**config.mk**
```make
export PLATFORM = sky130hd
export DESIGN_NAME = mdio_autocfg
export DESIGN_NICKNAME = d
export VERILOG_FILES = /design/src/rtl/mdio_autocfg_pkg.sv /design/src/rtl/mdio_frame_engine.sv /design/src/rtl/mdio_init_poll_seq.sv /design/src/rtl/mdio_port_status.sv /design/src/rtl/mdio_autocfg.sv
export SDC_FILE = /design/constraint.sdc
export NUM_CORES = 1
export LEC_CHECK = 0
export ABC_AREA = 1
export BUFFER_PORTS_ARGS = -buffer_cell sky130_fd_sc_hd__buf_2
export CAP_MARGIN = 30
export CORE_ASPECT_RATIO = 1.4
export CORE_MARGIN = 2
export CORE_UTILIZATION = 25
export DETAILED_ROUTE_END_ITERATION = 6
export HOLD_SLACK_MARGIN = 0.06
export MAX_ROUTING_LAYER = met4
export PLACE_DENSITY = 0.43
export SLEW_MARGIN = 20
export SYNTH_ARGS = -nofsm -noshare
export SYNTH_HDL_FRONTEND = slang
export SYNTH_SLANG_ARGS = --single-unit
export TNS_END_PERCENT = 1
```
**constraint.sdc**
```tcl
create_clock -name clk -period 2.3 [get_ports clk]
set_input_delay 0.23 -clock clk [delete_from_list [all_inputs] [get_ports clk]]
set_output_delay 0.23 -clock clk [all_outputs]
set_load 0.01 [all_outputs]
```
**src/rtl/mdio_autocfg_pkg.sv**
```systemverilog
package mdio_autocfg_pkg;

    localparam logic [1:0] ST_CODE = 2'b01;
    localparam logic [1:0] OP_READ = 2'b10;
    localparam logic [1:0] OP_WRITE = 2'b01;
    localparam logic [1:0] TA_WRITE = 2'b10;

    localparam logic [4:0] REG_CTRL = 5'd0;
    localparam logic [4:0] REG_STAT = 5'd1;
    localparam logic [4:0] REG_ADV = 5'd4;
    localparam logic [4:0] REG_LPA = 5'd5;

    localparam int CTRL_AN_EN_BIT = 12;
    localparam int CTRL_AN_RST_BIT = 9;
    localparam int STAT_LINK_BIT = 2;
    localparam int AB_100FD_BIT = 8;
    localparam int AB_100HD_BIT = 7;
    localparam int AB_10FD_BIT = 6;
    localparam int AB_PAUSE_BIT = 10;

    typedef struct packed {
        logic       rd;
        logic [4:0] phy;
        logic [4:0] regad;
        logic [15:0] wdata;
    } mdio_req_t;

    typedef struct packed {
        logic link;
        logic spd100;
        logic fdx;
        logic pause;
    } port_stat_t;

    typedef enum logic [2:0] {
        PH_ADV_WR,
        PH_CTL_RD,
        PH_CTL_WR,
        PH_STS_RD,
        PH_LPA_RD
    } seq_phase_e;

    function automatic port_stat_t resolve_port(input logic up,
                                                input logic [15:0] adv,
                                                input logic [15:0] lpa);
        logic [15:0] common;
        port_stat_t  r;
        common = adv & lpa;
        r = '0;
        r.link = up;
        if (up) begin
            if (common[AB_100FD_BIT]) begin
                r.spd100 = 1'b1;
                r.fdx    = 1'b1;
            end else if (common[AB_100HD_BIT]) begin
                r.spd100 = 1'b1;
            end else if (common[AB_10FD_BIT]) begin
                r.fdx = 1'b1;
            end
            r.pause = common[AB_PAUSE_BIT];
        end
        return r;
    endfunction

endpackage

```
**src/rtl/mdio_frame_engine.sv**
```systemverilog
module mdio_frame_engine
    import mdio_autocfg_pkg::*;
#(
    parameter int MDC_HALF = 20,
    parameter int PRE_LEN  = 32
) (
    input  logic        clk,
    input  logic        rst,
    input  logic        req_valid,
    input  mdio_req_t   req,
    output logic        busy,
    output logic        done,
    output logic [15:0] rd_data,
    output logic        mdc,
    output logic        mdio_out,
    output logic        mdio_drive,
    input  logic        mdio_in
);
    localparam int FRAME_W  = PRE_LEN + 32;
    localparam int TA_IDX   = PRE_LEN + 14;
    localparam int DATA_IDX = PRE_LEN + 16;
    localparam int CNT_W    = $clog2(MDC_HALF + 1);
    localparam int BIT_W    = $clog2(FRAME_W + 1);

    logic [FRAME_W-1:0] shreg;
    logic [BIT_W-1:0]   bit_idx;
    logic [CNT_W-1:0]   tick;
    logic               is_rd;
    logic               active;
    logic               half_done;
    logic [15:0]        load_data;
    logic [1:0]         load_op;
    logic [1:0]         load_ta;

    assign half_done = (tick == CNT_W'(MDC_HALF - 1));
    assign load_op   = req.rd ? OP_READ : OP_WRITE;
    assign load_ta   = req.rd ? 2'b11 : TA_WRITE;
    assign load_data = req.rd ? 16'h0000 : req.wdata;

    always_ff @(posedge clk) begin
        if (rst) begin
            shreg   <= '0;
            bit_idx <= '0;
            tick    <= '0;
            is_rd   <= 1'b0;
            active  <= 1'b0;
            done    <= 1'b0;
            mdc     <= 1'b0;
            rd_data <= '0;
        end else begin
            done <= 1'b0;
            if (!active) begin
                if (req_valid) begin
                    shreg   <= {{PRE_LEN{1'b1}}, ST_CODE, load_op, req.phy,
                                req.regad, load_ta, load_data};
                    bit_idx <= '0;
                    tick    <= '0;
                    is_rd   <= req.rd;
                    active  <= 1'b1;
                end
            end else if (half_done) begin
                tick <= '0;
                if (!mdc) begin
                    mdc <= 1'b1;
                    if (is_rd && (bit_idx >= BIT_W'(DATA_IDX))) begin
                        rd_data <= {rd_data[14:0], mdio_in};
                    end
                end else begin
                    mdc <= 1'b0;
                    if (bit_idx == BIT_W'(FRAME_W - 1)) begin
                        active <= 1'b0;
                        done   <= 1'b1;
                    end else begin
                        bit_idx <= bit_idx + 1'b1;
                        shreg   <= {shreg[FRAME_W-2:0], 1'b0};
                    end
                end
            end else begin
                tick <= tick + 1'b1;
            end
        end
    end

    assign busy       = active;
    assign mdio_out   = shreg[FRAME_W-1];
    assign mdio_drive = active && (!is_rd || (bit_idx < BIT_W'(TA_IDX)));

endmodule

```
**src/rtl/mdio_init_poll_seq.sv**
```systemverilog
module mdio_init_poll_seq
    import mdio_autocfg_pkg::*;
#(
    parameter int FIRST_PHY = 16,
    parameter int NUM_PHY   = 16,
    localparam int IDX_W    = (NUM_PHY > 1) ? $clog2(NUM_PHY) : 1
) (
    input  logic             clk,
    input  logic             rst,
    input  logic [15:0]      adv_ability,
    input  logic             busy,
    input  logic             done,
    input  logic [15:0]      rd_data,
    output logic             req_valid,
    output mdio_req_t        req,
    output logic             commit,
    output logic [IDX_W-1:0] commit_idx,
    output logic             commit_link
);
    localparam logic [IDX_W-1:0] LAST_IDX = IDX_W'(NUM_PHY - 1);
    localparam logic [15:0] AN_SET_MASK =
        16'((1 << CTRL_AN_EN_BIT) | (1 << CTRL_AN_RST_BIT));

    seq_phase_e       phase;
    logic [IDX_W-1:0] idx;
    logic             waiting;
    logic [15:0]      ctl_hold;
    logic             link_hold;

    assign req_valid = !waiting;

    always_comb begin
        req       = '0;
        req.phy   = 5'(FIRST_PHY + int'(idx));
        unique case (phase)
            PH_ADV_WR: begin
                req.regad = REG_ADV;
                req.wdata = adv_ability;
            end
            PH_CTL_RD: begin
                req.rd    = 1'b1;
                req.regad = REG_CTRL;
            end
            PH_CTL_WR: begin
                req.regad = REG_CTRL;
                req.wdata = ctl_hold | AN_SET_MASK;
            end
            PH_STS_RD: begin
                req.rd    = 1'b1;
                req.regad = REG_STAT;
            end
            default: begin
                req.rd    = 1'b1;
                req.regad = REG_LPA;
            end
        endcase
    end

    always_ff @(posedge clk) begin
        if (rst) begin
            phase     <= PH_ADV_WR;
            idx       <= '0;
            waiting   <= 1'b0;
            ctl_hold  <= '0;
            link_hold <= 1'b0;
        end else begin
            if (req_valid && !busy) begin
                waiting <= 1'b1;
            end
            if (done) begin
                waiting <= 1'b0;
                unique case (phase)
                    PH_ADV_WR: phase <= PH_CTL_RD;
                    PH_CTL_RD: begin
                        ctl_hold <= rd_data;
                        phase    <= PH_CTL_WR;
                    end
                    PH_CTL_WR: begin
                        if (idx == LAST_IDX) begin
                            idx   <= '0;
                            phase <= PH_STS_RD;
                        end else begin
                            idx   <= idx + 1'b1;
                            phase <= PH_ADV_WR;
                        end
                    end
                    PH_STS_RD: begin
                        link_hold <= rd_data[STAT_LINK_BIT];
                        phase     <= PH_LPA_RD;
                    end
                    default: begin
                        idx   <= (idx == LAST_IDX) ? '0 : idx + 1'b1;
                        phase <= PH_STS_RD;
                    end
                endcase
            end
        end
    end

    assign commit      = done && (phase == PH_LPA_RD);
    assign commit_idx  = idx;
    assign commit_link = link_hold;

endmodule

```
**src/rtl/mdio_port_status.sv**
```systemverilog
module mdio_port_status
    import mdio_autocfg_pkg::*;
#(
    parameter int NUM_PHY = 16,
    localparam int IDX_W  = (NUM_PHY > 1) ? $clog2(NUM_PHY) : 1
) (
    input  logic                 clk,
    input  logic                 rst,
    input  logic                 commit,
    input  logic [IDX_W-1:0]     commit_idx,
    input  logic                 commit_link,
    input  logic [15:0]          adv_ability,
    input  logic [15:0]          lpa_word,
    output logic [NUM_PHY*4-1:0] status_flat
);
    port_stat_t fresh;

    assign fresh = resolve_port(commit_link, adv_ability, lpa_word);

    for (genvar p = 0; p < NUM_PHY; p++) begin : g_port
        port_stat_t stat_q;
        always_ff @(posedge clk) begin
            if (rst) begin
                stat_q <= '0;
            end else if (commit && (commit_idx == IDX_W'(p))) begin
                stat_q <= fresh;
            end
        end
        assign status_flat[4*p +: 4] = stat_q;
    end

endmodule

```
**src/rtl/mdio_autocfg.sv**
```systemverilog
module mdio_autocfg
    import mdio_autocfg_pkg::*;
#(
    parameter int MDC_HALF  = 20,
    parameter int PRE_LEN   = 32,
    parameter int FIRST_PHY = 16,
    parameter int NUM_PHY   = 16,
    localparam int IDX_W    = (NUM_PHY > 1) ? $clog2(NUM_PHY) : 1
) (
    input  logic                 clk,
    input  logic                 rst_n,
    input  logic [15:0]          adv_ability,
    output logic                 mdc_o,
    output logic                 mdc_oe,
    output logic                 mdio_o,
    output logic                 mdio_oe,
    input  logic                 mdio_i,
    output logic [NUM_PHY*4-1:0] port_status
);
    logic             rst;
    logic             req_valid;
    mdio_req_t        req;
    logic             eng_busy;
    logic             eng_done;
    logic [15:0]      eng_rd_data;
    logic             eng_drive;
    logic             commit;
    logic [IDX_W-1:0] commit_idx;
    logic             commit_link;

    assign rst = !rst_n;

    mdio_frame_engine #(
        .MDC_HALF(MDC_HALF),
        .PRE_LEN (PRE_LEN)
    ) engine_i (
        .clk       (clk),
        .rst       (rst),
        .req_valid (req_valid),
        .req       (req),
        .busy      (eng_busy),
        .done      (eng_done),
        .rd_data   (eng_rd_data),
        .mdc       (mdc_o),
        .mdio_out  (mdio_o),
        .mdio_drive(eng_drive),
        .mdio_in   (mdio_i)
    );

    mdio_init_poll_seq #(
        .FIRST_PHY(FIRST_PHY),
        .NUM_PHY  (NUM_PHY)
    ) seq_i (
        .clk        (clk),
        .rst        (rst),
        .adv_ability(adv_ability),
        .busy       (eng_busy),
        .done       (eng_done),
        .rd_data    (eng_rd_data),
        .req_valid  (req_valid),
        .req        (req),
        .commit     (commit),
        .commit_idx (commit_idx),
        .commit_link(commit_link)
    );

    mdio_port_status #(
        .NUM_PHY(NUM_PHY)
    ) stat_i (
        .clk        (clk),
        .rst        (rst),
        .commit     (commit),
        .commit_idx (commit_idx),
        .commit_link(commit_link),
        .adv_ability(adv_ability),
        .lpa_word   (eng_rd_data),
        .status_flat(port_status)
    );

    assign mdc_oe  = rst_n;
    assign mdio_oe = rst_n && eng_drive;

endmodule

```
## Yosys cells after proc, flatten, opt, wreduce, memory -nomap -nowiden

Index checks and enable logic that the tools add are counted.
W data, S select, Z words.

| storage, ports and cells | value |
|---|---|
| register bits | 185 |
| input bits | 19 |
| bits in latches | 0 |
| word-level logic and storage cells | 187 |
| memory bits (read-only) | 0 |
| output and inout bits | 68 |
| bits in writable memories | 0 |
| memories kept | 0 |

| operators by class | value |
|---|---|
| bitwise logic cells | 6 |
| equality and inequality tests | 25 |
| add/subtract/negate cells | 4 |
| shift-type cells | 0 |
| multiply operators | 0 |
| multiplexer cells | 34 |
| reduce and logical (&&, ||, !) cells | 39 |
| divide/modulo/power cells | 0 |
| $lt $le $gt $ge | 2 |

Operator list:

| cell | count |
|---|---|
| $mux W64 | 5 |
| $mux W7 | 5 |
| $eq A4 B4 Y1 const B | 8 |
| $pmux W16 S2 | 1 |
| $logic_and A1 B1 Y1 | 21 |
| $eq A4 B3 Y1 const B | 4 |
| $mux W16 | 1 |
| $mux W5 | 3 |
| $mux W1 | 12 |
| $pmux W3 S4 | 1 |
| $reduce_and A4 Y1 | 3 |
| $and A11 B11 Y11 | 1 |
| $reduce_and A2 Y1 | 5 |
| $pmux W3 S3 | 1 |
| $eq A4 B2 Y1 const B | 2 |
| $add A7 B1 Y7 const B | 1 |
| $eq A7 B6 Y1 const B | 1 |
| $ge A7 B6 Y1 const B | 1 |
| $lt A7 B6 Y1 const B | 1 |
| $eq A3 B2 Y1 const B | 2 |
| $mux W2 | 3 |
| $ne A2 B2 Y1 const B | 3 |
| $reduce_or A2 Y1 | 3 |
| $add A5 B1 Y5 const B | 1 |
| other kinds (15) | 21 |

## Longest topological paths before layout

Gate-level depths: netlist (run 1).

| logic depth | value |
|---|---|
| depth after elaboration | 5 |
| depth in mapped cells | 11 |
| mapped depth without buffers | 10 |

## Cells and area by module

From an unflattened synthesis (run 1), not the netlist that was laid out.

| unflattened totals | value |
|---|---|
| cell total of the unflattened synthesis | 1129 |
| area, all modules | 8035.2 µm² |

By module, submodules not included:

| module | instances | area each (µm²) | cells an instance | sequential area each (µm²) |
|---|---|---|---|---|
| mdio_frame_engine | 1 | 4129.0 | 597 | 1921.8 |
| mdio_port_status | 1 | 2648.8 | 367 | 1281.2 |
| mdio_init_poll_seq | 1 | 1238.7 | 161 | 460.4 |
| mdio_autocfg | 1 | 18.8 | 4 | 0.0 |

## Worst setup path after synthesis (run 1)

No wires, ideal clock.

| path | value |
|---|---|
| path type | register -> register |
| from | reg engine_i.tick[0] |
| to | reg engine_i.shreg[17] |
| data required time | 2187 ps |
| cell stages (with the launch flop) | 11 |
| setup time | 113 ps |
| clock period less this slack | 1584 ps |
| buffers on the path | 2 |
| path slack | 716 ps |
| data arrival time | 1471 ps |
| cell sequence | dfxtp_1 > ha_1 > inv_1 > nor2_2 > nand2_2 > nor2_4 > nand3_1 > buf_4 > buf_4 > o21ai_1 > nor2_1 |

| between the ends | value |
|---|---|
| cells in the longest elaborated chain, start to end | 3 |

RTL lines:

| what | RTL line | RTL |
|---|---|---|
| from (decl) | mdio_frame_engine.sv:27 | `logic [CNT_W-1:0] tick;` |
| from (signal assigned) | mdio_frame_engine.sv:79 | `tick <= tick + 1'b1;` |
| $eq A5 B5 Y1 | mdio_frame_engine.sv:35 | `assign half_done = (tick == CNT_W'(MDC_HALF - 1));` |
| $ne A2 B2 Y1 (no line) | n/a |  |
| $reduce_and A4 Y1 (no line) | n/a |  |
| to (signal assigned) | mdio_frame_engine.sv:54 | `shreg <= {{PRE_LEN{1'b1}}, ST_CODE, load_op, req.phy,` |
| to (signal assigned) | mdio_frame_engine.sv:75 | `shreg <= {shreg[FRAME_W-2:0], 1'b0};` |
| to (decl) | mdio_frame_engine.sv:25 | `logic [FRAME_W-1:0] shreg;` |

No other way between the ends.
A chain may end at the register's enable or synchronous reset.

## Worst setup path after layout (run 1)

| path | value |
|---|---|
| from | reg engine_i.tick[0] |
| to | reg engine_i.shreg[35] |

Same word-level chain as after synthesis.

==> metrics.md, run 1 <==
| Metric | Value |
|---|---|
| Syn_nets | `1,062` |
| Clock power share | `41.7%` |
| Clk sinks | `183` |
| Yosys reg bits | `183` |
| Main synth FF type | `dfxtp_1` |
| CP max-delay cell | `dfxtp_1` |
| Asr flop ratio synth | `0%` |
| CTS resizes | `0` |
| Post-CTS setup buffers | `0` |
| Max Slew Vio Count | `0` |
| HPWL after DPL | `13,700 µm` |
| Worst EP arrival | `2.25 ns` |
| Switching pwr | `1.62 mW` |
| Routed Antenna Nets | `0` |
| Total Routed Length | `19,800 µm` |
| Power Density | `743 nW/µm²` |
| Post-synth cell types | `29` |
| Placement Rows | `74` |
| Post-route clock period utilization | `81.8%` |
| Antenna diode count | `0` |
| WL per Instance | `13.2 µm` |
| Via density | `4.35` |
| Register Area | `3660 µm²` |
| Worst Tran Pin Value | `0.526 ns` |
| Area Growth Syn to Fin | `18.8%` |
| Total track usage | `13.6%` |
| Crit-path max cell delay | `0.37 ns` |
| Gate Count Post-Synth | `1,037` |
| # DRC | `0` |
| Crit Path Class | `reg -> reg` |
| Hold bufs inserted after CTS | `0` |
| Sequential power share | `51.6%` |
| Max FO, Critical Path | `20` |
| Final setup violation count | `0` |
| Starting density of the core | `25.3%` |
| GRT overflow | `0` |
| Worst rel slew slack | `64.9%` |
| Fin Setup TNS | `0 ns` |
| Cell area after synthesis | `7340 µm²` |
| Net Sw Frac | `25.0%` |
| Post-synth EDFFs | `0` |
| Fraction of layout cells with a size suffix above 1 | `13.2%` |
| RSZ-0062 raised after global routing | `false` |
| Kind of end point of the critical path | `flop` |
| Global-route wire length before repair | `32,600 µm` |
| Core area | `29,100 µm²` |
| Vias in the first global route | `6,266` |
| DRT Pass-1 Iters | `4` |
| Comb pwr share | `6.7%` |
| Die Height | `207 µm` |
| Startpoint Class | `flop` |
| Total via count in the routed design | `6,535` |
| Total CTS buffers | `17` |
| Root buffer cell | `clkbuf_16` |
| Final Hold Viols | `0` |
| Port Buffers | `86` |
| Setup Skew | `0.0181 ns` |
| Max Fclk | `531 MHz` |
| Worst path cell trace | `ha_1 -> inv_1 -> nor2_2 -> nand2_2 -> nand2_1 -> nand2_2 -> nor2_8 -> buf_4 -> nor2_1 -> nor2_1` |
| Latest clock arrival within the worst-skew pair | `0.44 ns` |
| Fin util | `30.0%` |
| Total of max-cap violations | `0` |
| Area of the multi-input gates | `3270 µm²` |
| CTS Buffer Depth | `2` |
| Worst Setup SP | `engine_i.tick[0]` |
| Initial drt markers | `349` |
| Yosys warnings | `0` |
| CTS tree | `built` |
| Post-layout min period | `1.88 ns` |
| Hold crit path type | `in -> reg` |
| Internal | `4.86 mW` |
| Register area share after synthesis | `49.9%` |
| Clock transition at path regs | `0.07 ns` |
| CP required | `2.66 ns` |
| Status | `finished clean` |
| Antenna violations before repair | `0` |
| Largest net degree at the start of global routing | `55` |
| Nets | `1,136` |
| Hold slack final | `0.0935 ns` |
| Placer Congestion | `0.750` |
| DIE AREA | `30,800 µm²` |
| Die width | `149 µm` |
| Maximum VDD drop | `0.000460 V` |
| H-tree depth | `4` |
| Leak Pwr | `3.78 nW` |
| Hold Crit Start | `mdio_i` |
| Syn_area_per_cell | `7.08 µm²` |
| Fill count | `3,283` |
| Top Ports | `87` |
| R2r startpoint | `engine_i.tick[0]` |
-- logic make-up (layout without fill, tap and decap cells) --
family,count (synthesis),after routing,share of synthesized area (%)
buffers and inverters,94,181,5.57
DFF,183,183,49.9
adders and majority gates,6,6,1.02
and+or+nand+nor,549,549,29.1
xor gates and xnor gates,5,5,0.596
AOI/OAI and AO/OA,200,200,13.8
-- sequential cells by signal, indices dropped and copies added, names as in the netlist --
register and cells:
engine_i.shreg 64, stat_i.status_flat 64, engine_i.rd_data 16, seq_i.ctl_hold 14, engine_i.bit_idx 7, engine_i.tick 5, seq_i.commit_idx 4, seq_i.phase 3
engine_i.busy 1, engine_i.done 1, engine_i.is_rd 1, engine_i.mdc 1, seq_i.commit_link 1, seq_i.waiting 1
-- power by group through the flow --
stage	combinational [mW]	clock, mW	sequential (mW)
2_1_floorplan	0.328	0	3.40
3_3_place_gp	0.445	0	3.41
3_5_place_dp	0.447	0	3.41
4_1_cts	0.449	2.81	3.34
5_1_grt	0.505	2.92	3.35
6_report	0.435	2.70	3.34
-- through the flow --
step / power (mW) / cells / area (µm²) / setup WS [ns]
after global placement: 3.86 / 1472 / 8190 / 0.458
final: 6.48 / 1504 / 8720 / 0.419
after CTS: 6.60 / 1504 / 8720 / 0.399
after global routing: 6.78 / 1504 / 8720 / 0.222
after floorplan: 3.72 / 1037 / 7340 / 0.716
after detailed placement: 3.86 / 1472 / 8190 / 0.418
-- per-layer routing --
metal | up-vias | wire length [µm] | GRT usage (%)
li1 | 3433 | - | -
met1 | 3000 | 9090 | 15.6
met2 | 90 | 9910 | 24.1
met3 | 12 | 637 | 2.84
met4 | 0 | 219 | 3.84
met5 | - | 0 | -
-- synth_stat cells, types with 2 or more instances --
cell | count | area (µm²)
xnor2_1 | 2 | 17.5
buf_2 | 13 | 65.1
o211ai_1 | 2 | 15.0
a211oi_1 | 2 | 15.0
dfxtp_1 | 183 | 3660
nand2_2 | 3 | 18.8
inv_2 | 6 | 22.5
xor2_1 | 3 | 26.3
nor3_1 | 3 | 15.0
o21ai_1 | 41 | 205
o21ai_0 | 106 | 531
inv_1 | 34 | 128
buf_1 | 4 | 15.0
buf_4 | 8 | 60.1
nand3_1 | 25 | 125
ha_1 | 6 | 75.1
nor2_2 | 3 | 18.8
a21oi_1 | 47 | 235
clkbuf_1 | 25 | 93.8
nor2_1 | 327 | 1230
clkinv_1 | 2 | 7.51
nand2_1 | 185 | 694
-- worst paths after layout --
kind	endpoint	slack (ns)	cells past startpoint
hold / removal	engine_i.rd_data[0]	0.09	3
hold reg to reg	engine_i.bit_idx[6]	0.45	2
setup / recovery	engine_i.shreg[35]	0.42	10
setup reg to reg	engine_i.shreg[35]	0.42	10
-- cell usage in the layout (no fill, tap or decap), types with 18 or more instances in the layout --
| master | netlist | routed |
|---|---|---|
| nor2_1 | 327 | 327 |
| nand2_1 | 185 | 185 |
| dfxtp_1 | 183 | 183 |
| o21ai_0 | 106 | 106 |
| buf_2 | 13 | 85 |
| a21oi_1 | 47 | 47 |
| o21ai_1 | 41 | 41 |
| inv_1 | 34 | 34 |
| nand3_1 | 25 | 25 |
| buf_4 | 8 | 18 |
-- worst max-delay path: cells and delay by family (launching register included) --
| family | cells | cell delay (ns) |
|---|---|---|
| adder cells (fa/ha/maj) | 1 | 0.19 |
| AND/OR/NAND/NOR | 7 | 0.91 |
| flip-flops | 1 | 0.37 |
| buffers and inverters | 2 | 0.34 |
-- area by class of cell --
class	count	area share (%)
clock buffers	23	5.25
inverters	43	1.88
multi-input cells	760	37.5
well taps	380	5.45
repair buffers	106	7.12
flip-flops and latches	183	42.0
clock inverters	9	0.803
No activity file was read; power rests on OpenSTA's default activity.
==> inputs of run 2 (changes only) <==
PLACE_DENSITY = 0.44   (was 0.43)
clock period = 1.6 ns   (was 2.3 ns; I/O delays follow)
==> run 2 against run 1 <==
The run now ends with setup timing left. Via count is 3.4% higher. Clock power is 68% higher. Combinational power is 67% higher. Sequential cell count stayed put. Clock skew is 0.0071 ns lower. Register-to-register slack worse by 0.40 ns. Largest power group unchanged.
==> metrics.md, run 2 (same netlist as run 1, synthesis figures left out) <==
| Metric | Value |
|---|---|
| Latest clock arrival within the worst-skew pair | `0.45 ns (was 0.44 ns)` |
| Global-route wire length before repair | `33,400 µm (was 32,600 µm)` |
| Startpoint Class | `flop (unchanged)` |
| Switching pwr | `2.50 mW (was 1.62 mW)` |
| Core area | `29,100 µm² (unchanged)` |
| Antenna violations before repair | `0 (unchanged)` |
| Root buffer cell | `clkbuf_16 (unchanged)` |
| HPWL after DPL | `14,300 µm (was 13,700 µm)` |
| Total track usage | `14.2% (was 13.6%)` |
| Setup Skew | `0.0111 ns (was 0.0181 ns)` |
| Die width | `149 µm (unchanged)` |
| Fin util | `32.1% (was 30.0%)` |
| Comb pwr share | `7.2% (was 6.7%)` |
| Internal | `7.56 mW (was 4.86 mW)` |
| Total CTS buffers | `17 (unchanged)` |
| Post-route clock period utilization | `100%` |
| GRT overflow | `0 (unchanged)` |
| Top Ports | `87 (unchanged)` |
| Maximum VDD drop | `0.000619 V (was 0.000460 V)` |
| RSZ-0062 raised after global routing | `true (was false)` |
| Routed Antenna Nets | `0 (unchanged)` |
| Final Hold Viols | `0 (unchanged)` |
| Vias in the first global route | `6,593 (was 6,266)` |
| Worst Tran Pin Value | `0.490 ns (was 0.526 ns)` |
| Starting density of the core | `25.3% (unchanged)` |
| CTS Buffer Depth | `2 (unchanged)` |
| Design area | `9330 µm² (was 8720 µm²)` |
| Post-layout min period | `1.60 ns` |
| H-tree depth | `4 (unchanged)` |
| Die Height | `207 µm (unchanged)` |
| Fraction of layout cells with a size suffix above 1 | `18.4% (was 13.2%)` |
| Placer Congestion | `0.756 (was 0.750)` |
| Antenna diode count | `0 (unchanged)` |
| Port Buffers | `86 (unchanged)` |
| Total Routed Length | `20,600 µm (was 19,800 µm)` |
| Nets | `1,178 (was 1,136)` |
| Status | `complete, but fails checks (was finished clean)` |
| Placement Rows | `74 (unchanged)` |
| Total of max-cap violations | `0 (unchanged)` |
| Worst EP arrival | `1.44 ns (was 2.25 ns)` |
| Leak Pwr | `4.08 nW (was 3.78 nW)` |
| DRT Pass-1 Iters | `4 (unchanged)` |
| DIE AREA | `30,800 µm² (unchanged)` |
| Clk sinks | `183 (unchanged)` |
| Placed cell area | `8530 µm² (was 8190 µm²)` |
| Initial drt markers | `374 (was 349)` |
| Max Fclk | `624 MHz` |
| Hold crit path type | `in -> reg (unchanged)` |
| Area Growth Syn to Fin | `27.1% (was 18.8%)` |
| Total via count in the routed design | `6,755 (was 6,535)` |
| Power Density | `1080 nW/µm² (was 743 nW/µm²)` |
| Sequential power share | `47.7% (was 51.6%)` |
| Largest net degree at the start of global routing | `125 (was 55)` |
| # DRC | `0 (unchanged)` |
| Kind of end point of the critical path | `output pin (was flop)` |
| Via density | `4.37 (was 4.35)` |
| Max Slew Vio Count | `0 (unchanged)` |
| Setup ws final | `-0.00357 ns (was 0.419 ns)` |
| Failing checks | `setup timing` |
| Max FO, Critical Path | `2 (was 20)` |
| Crit Path Class | `reg -> out (was reg -> reg)` |
| Final setup violation count | `1 (was 0)` |
| Net Sw Frac | `24.9% (was 25.0%)` |
| CTS tree | `built (unchanged)` |
| Commonest non-fill, non-tap cell in the layout | `nor2_1 (unchanged)` |
| WL per Instance | `13.3 µm (was 13.2 µm)` |
| Clock power share | `45.1% (was 41.7%)` |
| Worst rel slew slack | `67.4% (was 64.9%)` |
| Clock transition at path regs | `0.08 ns (was 0.07 ns)` |
| Commonest cells after routing, fill and taps aside | `324 x nor2_1, 181 x nand2_1, 177 x dfxtp_1 (was 327 x nor2_1, 185 x nand2_1, 183 x dfxtp_1)` |
| CP required | `1.44 ns (was 2.66 ns)` |
-- run 2: critical path, cell delays in order (launching register included) --
cell,delay (ns)
dfxtp_2,0.33
buf_6,0.12
nand3_4,0.09
inv_2,0.04
o21ai_2,0.10
nand2_1,0.07
a21oi_2,0.11
buf_2,0.13
-- run 2: layout make-up --
type	instances	area, µm²
inverter	43	171
timing repair buffer	148	1050
sequential	183	3670
clock inverter	14	189
clock buffer	18	439
tap	380	475
multi-input combinational	760	3330
fill	3217	19700
-- run 2: power groups by stage --
| stage | clock [mW] | combinational [mW] | sequential (mW) |
|---|---|---|---|
| after global routing | 4.84 | 0.830 | 4.82 |
| final | 4.53 | 0.727 | 4.80 |
| after detailed placement | 0 | 0.695 | 4.90 |
| after CTS | 4.68 | 0.701 | 4.80 |
| after global placement | 0 | 0.689 | 4.90 |
| after floorplan | 0 | 0.471 | 4.88 |
-- run 2: metal layers --
metal  vias up  GRT usage (%)  part of all wire, %
met5         -              -                    0
met1      3096           15.4                   43
met2       112           25.4                   52
li1       3521              -                    -
met4         0           5.20                  2.1
met3        26           3.14                  3.7
-- run 2: worst paths after layout --
check	slack, ns	cells past startpoint	end	start
worst max-delay path	-0.004	7	mdio_oe	engine_i.bit_idx[1]
worst min-delay path	0.09	3	engine_i.busy	rst_n
worst max register to register	0.02	11	engine_i.shreg[8]	engine_i.tick[0]
worst min register to register	0.47	2	engine_i.bit_idx[6]	engine_i.bit_idx[6]
-- run 2: timing repair --
| action | 4_1_cts | 5_1_grt |
|---|---|---|
| hold buffers | 2 | 0 |
| gates cloned | 0 | 1 |
| endpoints found under the hold margin | 2 | 0 |
| setup buffers | 2 | 3 |
| resized for setup | 12 | 26 |
| pin swaps | 4 | 7 |
| setup endpoints to repair | 60 | 127 |
-- run 2: through the flow --
stage	power (mW)	TNS (ns)	hold WS (ns)	instances	worst slack [ns]
final	10.1	-0.00357	0.0887	1546	-0.00357
after global routing	10.5	-4.56	0.105	1546	-0.127
after CTS	10.2	-0.179	0.0784	1542	-0.0844
after detailed placement	5.60	-0.618	0.438	1508	-0.0410
after global placement	5.59	-0.0660	0.427	1508	-0.0514
after floorplan	5.35	0	0.324	1037	0.0161
